$ cat config.mk
export PLATFORM = sky130hd
export DESIGN_NAME = exc_cause_sel
export DESIGN_NICKNAME = d
export VERILOG_FILES = /design/src/rtl/exc_sel_pkg.sv /design/src/rtl/exc_scope_filter.sv /design/src/rtl/exc_rank_pick.sv /design/src/rtl/exc_cause_sel.sv
export SDC_FILE = /design/constraint.sdc
export NUM_CORES = 1
export LEC_CHECK = 0
export ABC_AREA = 1
export BUFFER_PORTS_ARGS = -buffer_cell sky130_fd_sc_hd__buf_4
export CAP_MARGIN = 30
export CORE_MARGIN = 3
export CORE_UTILIZATION = 48
export DETAILED_ROUTE_END_ITERATION = 12
export HOLD_SLACK_MARGIN = 0.08
export PLACE_DENSITY = 0.78
export SLEW_MARGIN = 10
export SYNTH_ARGS = -nofsm -noshare
export SYNTH_HDL_FRONTEND = slang
export SYNTH_SLANG_ARGS = --single-unit
$ cat constraint.sdc
create_clock -name clk -period 1.02 [get_ports clk]
set_clock_uncertainty 0.05 [all_clocks]
set_input_delay 0.102 -clock clk [delete_from_list [all_inputs] [get_ports clk]]
set_output_delay 0.102 -clock clk [all_outputs]
set_load 0.03 [all_outputs]
$ cat src/rtl/exc_sel_pkg.sv
package exc_sel_pkg;
   localparam int unsigned VEC_W   = 16;
   localparam int unsigned CODE_W  = $clog2(VEC_W);
   localparam int unsigned N_RANK  = 14;

   // fixed rank order, index 0 = highest priority
   function automatic logic [CODE_W-1:0] rank_code(input int unsigned r);
      case (r)
         0:  rank_code = 4'd3;
         1:  rank_code = 4'd12;
         2:  rank_code = 4'd1;
         3:  rank_code = 4'd2;
         4:  rank_code = 4'd0;
         5:  rank_code = 4'd11;
         6:  rank_code = 4'd9;
         7:  rank_code = 4'd8;
         8:  rank_code = 4'd6;
         9:  rank_code = 4'd4;
         10: rank_code = 4'd15;
         11: rank_code = 4'd13;
         12: rank_code = 4'd7;
         default: rank_code = 4'd5;
      endcase
   endfunction

   localparam logic [VEC_W-1:0] DEFINED_MASK = 16'hBBFF;
   localparam logic [VEC_W-1:0] FETCH_MASK   = 16'h1007;
endpackage

$ cat src/rtl/exc_scope_filter.sv
module exc_scope_filter
   import exc_sel_pkg::*;
#(
   parameter logic [VEC_W-1:0] ALL_MASK = DEFINED_MASK,
   parameter logic [VEC_W-1:0] SUB_MASK = FETCH_MASK
) (
   input  logic             fetch_only,
   input  logic [VEC_W-1:0] raw,
   output logic [VEC_W-1:0] kept
);
   initial begin
      if ((SUB_MASK & ~ALL_MASK) != '0)
         $error("subset mask must lie inside defined mask");
   end

   always_comb begin
      kept = raw & (fetch_only ? SUB_MASK : ALL_MASK);
   end
endmodule

$ cat src/rtl/exc_rank_pick.sv
module exc_rank_pick
   import exc_sel_pkg::*;
(
   input  logic [VEC_W-1:0]  kept,
   output logic              any,
   output logic [CODE_W-1:0] code
);
   logic [N_RANK-1:0] hit;
   logic [N_RANK-1:0] win;

   for (genvar r = 0; r < N_RANK; r++) begin : g_hit
      assign hit[r] = kept[rank_code(r)];
   end

   // one-hot grant: first hit in rank order
   assign win = hit & ~(hit - 1'b1);
   assign any = |hit;

   always_comb begin
      code = '0;
      for (int r = 0; r < N_RANK; r++)
         if (win[r]) code = code | rank_code(r);
   end
endmodule

$ cat src/rtl/exc_cause_sel.sv
module exc_cause_sel
   import exc_sel_pkg::*;
(
   input  logic              clk,
   input  logic              rst_n,
   input  logic              load,
   input  logic              fetch_only,
   input  logic [15:0]       flags,
   output logic              res_valid,
   output logic [3:0]        res_cause,
   output logic [15:0]       res_kept
);
   logic [VEC_W-1:0]  kept_c;
   logic              any_c;
   logic [CODE_W-1:0] code_c;

   exc_scope_filter i_filter (
      .fetch_only (fetch_only),
      .raw        (flags),
      .kept       (kept_c)
   );

   exc_rank_pick i_pick (
      .kept (kept_c),
      .any  (any_c),
      .code (code_c)
   );

   always_ff @(posedge clk or negedge rst_n) begin
      if (!rst_n) begin
         res_valid <= 1'b0;
         res_cause <= '0;
         res_kept  <= '0;
      end else if (load) begin
         res_valid <= any_c;
         res_cause <= code_c;
         res_kept  <= kept_c;
      end
   end
endmodule

==> summary.txt, run 1 <==
Outcome: finished, violations left
Failing checks: setup timing
Wire per inst: 13.25 um
Most frequent cells in the layout: 43 x nand2_1, 42 x buf_4, 24 x nor2_1
Setup-violating endpoint count in the final report: 8
Final Cycle Share: 101.0%
Worst hold margin: 0.07024 ns
Arr. time, crit path: 0.88 ns
HP Class: input pin to flop
Worst VDD drop: 1.021 mV
Worst-Skew Late Latency: 0.31 ns
GRT overflow: 0
Area post-placement: 1528 um^2
Drt pass-1 iters: 4
First-pass GRT wire length: 5478 um
WS Path Type: flop to primary output
RSZ-0062 raised after global routing: true
MaxCap Viol Count: 0
Crit path max-delay cell type: dfrtp_2
Core Area: 2082 um^2
Buffer depth of the longest clock path: 2
Layout cells sized above 1: 38.57%
Leak: 0.9266 nW
Routed vias: 1248
Seq cells post-synth: 19
Setup_tns: -0.04077 ns
Initial DRC count: 29
Delay-heaviest family, CP: flip-flops
P&R area growth vs syn: 57.78%
Placed cells: 229
CTS Buf Count: 3
H-Tree Depth: 1
Clk slew on worst S/H paths: 0.12 ns
Clk sink count: 19
Routed wire length: 3312 um
Most common cell after layout, fill and taps aside: nand2_1
CP Cell Sequence: buf_6
Largest net degree at the start of global routing: 20
Vias in the first global route: 1234
Vias per Instance: 4.992
Final Critical Period: 1.030 ns
Setup crit start kind: flop
Final Hold Vio Count: 0
GRT Total Usage: 26.06%
CP max FO: 2
N_diodes: 0
Post-Syn Area: 1126 um^2
Nets: 244
Final setup margin: -0.01040 ns
# DRC: 0
Gpl congestion: 0.8595
Die width: 54.44 um
IO Port Bufs: 36
Place WS: -0.2624 ns
Synth Area per Inst: 7.312 um^2
Std cell rows: 16
CP Capture Type: primary output
Cell Pwr Density: 1114 nW/um^2
Hpwl dp: 2318 um
Final Max Tran Viols: 0
Critical path required time: 0.87 ns
Sequential area share after synthesis: 42.22%
Crit path largest cell delay: 0.43 ns
Vert. Die Dim: 54.44 um
CTS tree: built
Final instance area: 1777 um^2
Fmax: 0.9705 GHz
Total Power: 1.978 mW
Die area: 2963 um^2
Yosys cell types: 24
IO Pins: 41
Initial Util: 54.09%
CTS Root Buffer Type: clkbuf_4
Final core utilization: 85.34%
Initial antenna violation count: 0
Final Non-Filler Cells: 250
Worst Path Buf+Inv: 1
Synth warn: 0
Detail Route Antenna Nets: 0
Mapped Cells: 154
-- report_power, final --
part           switching [mW]  total [mW]  internal (mW)  leakage (nW)
sequential             0.0447       0.862          0.817         0.231
clock                   0.267       0.414          0.147        0.0177
combinational           0.376       0.703          0.327         0.678
-- synthesized netlist by cell type --
master	count	area, um^2
nor3_1	2	10.01
o21a_1	1	7.510
nand2_1	43	161.4
clkbuf_1	2	7.510
o21ai_2	4	35.03
nand3b_1	2	15.01
nand3_1	9	45.04
nand4_1	1	6.260
nand2_2	4	25.02
conb_1	1	3.750
a21oi_1	3	15.01
nor2_2	4	25.02
nor2_1	24	90.09
inv_1	11	41.29
o21ai_0	13	65.06
buf_8	1	15.01
nand2_4	2	22.52
a21boi_0	1	7.510
buf_4	2	15.01
or2_2	2	12.51
dfrtp_1	19	475.5
inv_2	1	3.750
buf_6	1	11.26
nand3_2	1	10.01
-- registers in the layout (all words and copies together), names as in the netlist --
signal,flops
res_kept,14
res_valid,1
res_cause,4
-- cell families after synthesis --
| group | Yosys count | synth area share (%) |
|---|---|---|
| AND/OR/NAND/NOR | 94 | 37.55 |
| AO/OA/AOI/OAI | 22 | 11.56 |
| flip-flops | 19 | 42.22 |
| buffers and inverters | 18 | 8.332 |
| other | 1 | 0.3330 |
-- layer usage --
metal / global-route usage (%) / part of all wire, %
met5: 0 / 0
met4: 12.45 / 2.2
met3: 3.270 / 5.7
met2: 46.41 / 50
met1: 30.61 / 42
-- timing repair --
item                                   4_1_cts  5_1_grt
hold buffers                                 8        0
gates resized for setup                     16        4
endpoints found under the hold margin       28        0
buffers inserted                             4        5
setup endpoints to repair                   17       23
-- path summary, 6_finish.rpt --
check / start / to / slack, ns / cells after the start
min: flags[4] / res_kept[4]$_DFFE_PN0P_ / 0.07 / 3
min in group asynchronous: rst_n / res_kept[8]$_DFFE_PN0P_ / 0.15 / 2
max: res_cause[0]$_DFFE_PN0P_ / res_cause[0] / -0.01 / 1
max reg2reg: res_cause[1]$_DFFE_PN0P_ / res_cause[1]$_DFFE_PN0P_ / 0.08 / 3
min reg2reg: res_kept[13]$_DFFE_PN0P_ / res_kept[13]$_DFFE_PN0P_ / 0.47 / 2
max in group asynchronous: rst_n / res_cause[1]$_DFFE_PN0P_ / 0.55 / 2
-- cell type report --
cell class	count	area, um^2
clock inverter	1	5.005
tap	27	33.78
timing repair buffer	70	629.4
clock buffer	3	22.52
multi-input combinational	118	560.5
inverter	12	47.55
fill	129	305.3
sequential	19	478.0
Note: power is estimated with default switching activity, not from simulation.
==> inputs of run 2 (changes only) <==
--- a/config.mk
+++ b/config.mk
@@ -9,10 +9,9 @@
 export BUFFER_PORTS_ARGS = -buffer_cell sky130_fd_sc_hd__buf_4
 export CAP_MARGIN = 30
 export CORE_MARGIN = 3
-export CORE_UTILIZATION = 48
+export CORE_UTILIZATION = 35
 export DETAILED_ROUTE_END_ITERATION = 12
 export HOLD_SLACK_MARGIN = 0.08
-export PLACE_DENSITY = 0.78
 export SLEW_MARGIN = 10
 export SYNTH_ARGS = -nofsm -noshare
 export SYNTH_HDL_FRONTEND = slang
==> run 2 against run 1 <==
Effect of this change:
- hold slack lost 0.0098 ns
- sequential cell count is the same
- power shrank 1.5%
- count of clock-buffer cells in the layout grew 1
- via count shrank 7.2%
- setup slack gained 0.011 ns
- combinational power shrank 2%
- the run now ends clean
- maximum frequency grew 1.1%
- cell area grew 0.28%
- register-to-register slack is essentially flat
- critical endpoint is now res_kept[12]
==> summary.txt, run 2 (synthesis results as in run 1) <==
Outcome: finished, final reports clean
Top flop regs: res_kept x14, res_cause x4, res_valid x1
Sequential share of power: 44.2% (+0.7 points)
CTS Root Buffer Type: clkbuf_4
Critical path required time: 0.87 ns (about the same)
P&R area growth vs syn: 58.22%
GRT overflow: 0 (unchanged)
Hpwl dp: 2266 um (-2.3%)
Comb pwr share: 35.4% (about the same)
Leak: 0.9173 nW (-1.0%)
CP Cell Sequence: buf_6
RSZ-0062 raised after global routing: true
Gpl congestion: 0.8272 (-3.8%)
Vert. Die Dim: 62.72 um (+15%)
GRT Total Usage: 16.38% (-9.7 points)
Routed wire length: 3040 um (-8.2%)
Crit path max-delay cell type: dfrtp_1
Most common cell after layout, fill and taps aside: nand2_1
Die area: 3934 um^2 (+33%)
Max reg flops: 14 (unchanged)
Worst hold margin: 0.06041 ns (-0.009832 ns)
Met1 wire length: 1425 um (+1.9%)
FILL cells: 302 (+130%)
Cell Pwr Density: 1094 nW/um^2 (-1.8%)
IO Pins: 41 (unchanged)
Largest net degree at the start of global routing: 24 (+20%)
Std cell rows: 19 (+3)
First-pass GRT wire length: 5168 um (-5.7%)
Setup crit start kind: flop
WS Path Type: flop to primary output
Switch share: 33.52% (-1.3 points)
Fmax: 0.9807 GHz (+1.1%)
CP Capture Type: primary output
CP max FO: 2 (unchanged)
Wire per inst: 11.56 um (-13%)
Most frequent cells in the layout: 43 x nand2_1, 40 x buf_4, 24 x nor2_1
Internal power: 1.295 mW (+0.37%)
Layout cells sized above 1: 37.56% (-1.0 points)
Clk slew on worst S/H paths: 0.11 ns (about the same)
Top Metal Used: met4
Detail Route Antenna Nets: 0 (unchanged)
Clk sink count: 19 (unchanged)
Initial antenna violation count: 0 (unchanged)
IO Port Bufs: 36 (unchanged)
Worst Path Buf+Inv: 1 (unchanged)
CTS tree: built
Place WS: -0.3174 ns (-0.05506 ns)
H-Tree Depth: 1 (unchanged)
Core Area: 2900 um^2 (+39%)
CTS Buf Count: 3 (unchanged)
Final Max Tran Viols: 0 (unchanged)
Final Critical Period: 1.020 ns (-0.01076 ns)
Largest Register: res_kept
Crit path largest cell delay: 0.42 ns (about the same)
HP Class: input pin to flop
Delay-heaviest family, CP: flip-flops
Drt pass-1 iters: 4 (unchanged)
Met3 Routed Length: 117 um (-38%)
Buffer depth of the longest clock path: 2 (unchanged)
N_diodes: 0 (unchanged)
Worst VDD drop: 0.5997 mV (-41%)
Final Cycle Share: 99.97% (-1.1 points)
Routed vias: 1158 (-7.2%)
Vias in the first global route: 1129 (-8.5%)
Final Hold Vio Count: 0 (unchanged)
Arr. time, crit path: 0.87 ns (about the same)
Nets: 242 (-0.82%)
Met2 routed WL: 1456 um (-12%)
Worst-Skew Late Latency: 0.30 ns (about the same)
Die width: 62.72 um (+15%)
MaxCap Viol Count: 0 (unchanged)
Initial Util: 38.83% (-15 points)
Sw Pwr: 653.0 uW (-5.1%)
Clk pwr share: 20.4% (-0.5 points)
Final setup margin: 0.0003524 ns (+0.01076 ns)
Setup-violating endpoint count in the final report: 0 (-8)
Initial DRC count: 58 (+100%)
Vias per Instance: 4.403 (-12%)
# DRC: 0 (unchanged)
-- run 2: cell count changes in the layout (fill, tap and decap cells not counted), sizes merged --
cell    before  now
clkbuf       3    4
clkinv       1    0
buf         62   60
-- run 2: power by group through the flow --
stage               clock, mW  combinational, mW  sequential (mW)
floorplan                   0              0.197            0.990
global placement            0              0.581            0.862
detailed placement          0              0.585            0.865
CTS                     0.412              0.666            0.861
global route            0.438              0.753            0.870
finish                  0.397              0.690            0.862
-- run 2: per-stage QoR --
| step | cells | TNS, ns | instance area [um^2] | util [%] | power [mW] |
|---|---|---|---|---|---|
| after floorplan | 155 | 0 | 1132 | - | 1.186 |
| after global placement | 242 | -1.214 | 1531 | 52.80 | 1.443 |
| after detailed placement | 242 | -1.337 | 1531 | 52.80 | 1.449 |
| after CTS | 258 | -0.005707 | 1729 | 59.62 | 1.938 |
| after global routing | 263 | -0.3512 | 1782 | 61.43 | 2.061 |
| final | 263 | 0 | 1782 | 61.43 | 1.948 |
-- run 2: layout make-up --
class	count	area, um^2	area share (%)
clock buffers	4	26.28	1.475
inverters	12	50.05	2.809
multi-input cells	118	560.5	31.46
flip-flops and latches	19	478.0	26.83
well taps	42	52.55	2.949
repair buffers	68	614.3	34.48
-- run 2: worst min-delay path: stages --
cell and delay, ns:
buf_4 0.12, nand2_1 0.09, o21ai_0 0.07
-- run 2: final timing paths --
path	start	endpoint	slack (ns)	depth (start not counted)
max	res_kept[12]$_DFFE_PN0P_	res_kept[12]	0.0004	1
min	flags[9]	res_kept[9]$_DFFE_PN0P_	0.06	3
max in group asynchronous	rst_n	res_cause[0]$_DFFE_PN0P_	0.55	2
min reg2reg	res_kept[13]$_DFFE_PN0P_	res_kept[13]$_DFFE_PN0P_	0.46	2
max reg2reg	res_cause[1]$_DFFE_PN0P_	res_cause[1]$_DFFE_PN0P_	0.09	3
min in group asynchronous	rst_n	res_kept[3]$_DFFE_PN0P_	0.15	2
-- run 2: layer usage --
metal | up-vias | global-route usage [%]
met5 | - | 0
met4 | 0 | 4.959
met3 | 5 | 2.878
met2 | 28 | 27.70
met1 | 504 | 21.26
li1 | 621 | -
-- run 2: what timing repair did --
item                                    CTS  global route
buffers inserted                          5             4
pin swaps                                 0             0
gates resized for setup                  17             5
hold endpoints to repair                 27             1
hold buffers                              7             1
endpoints found under the setup margin   18            23
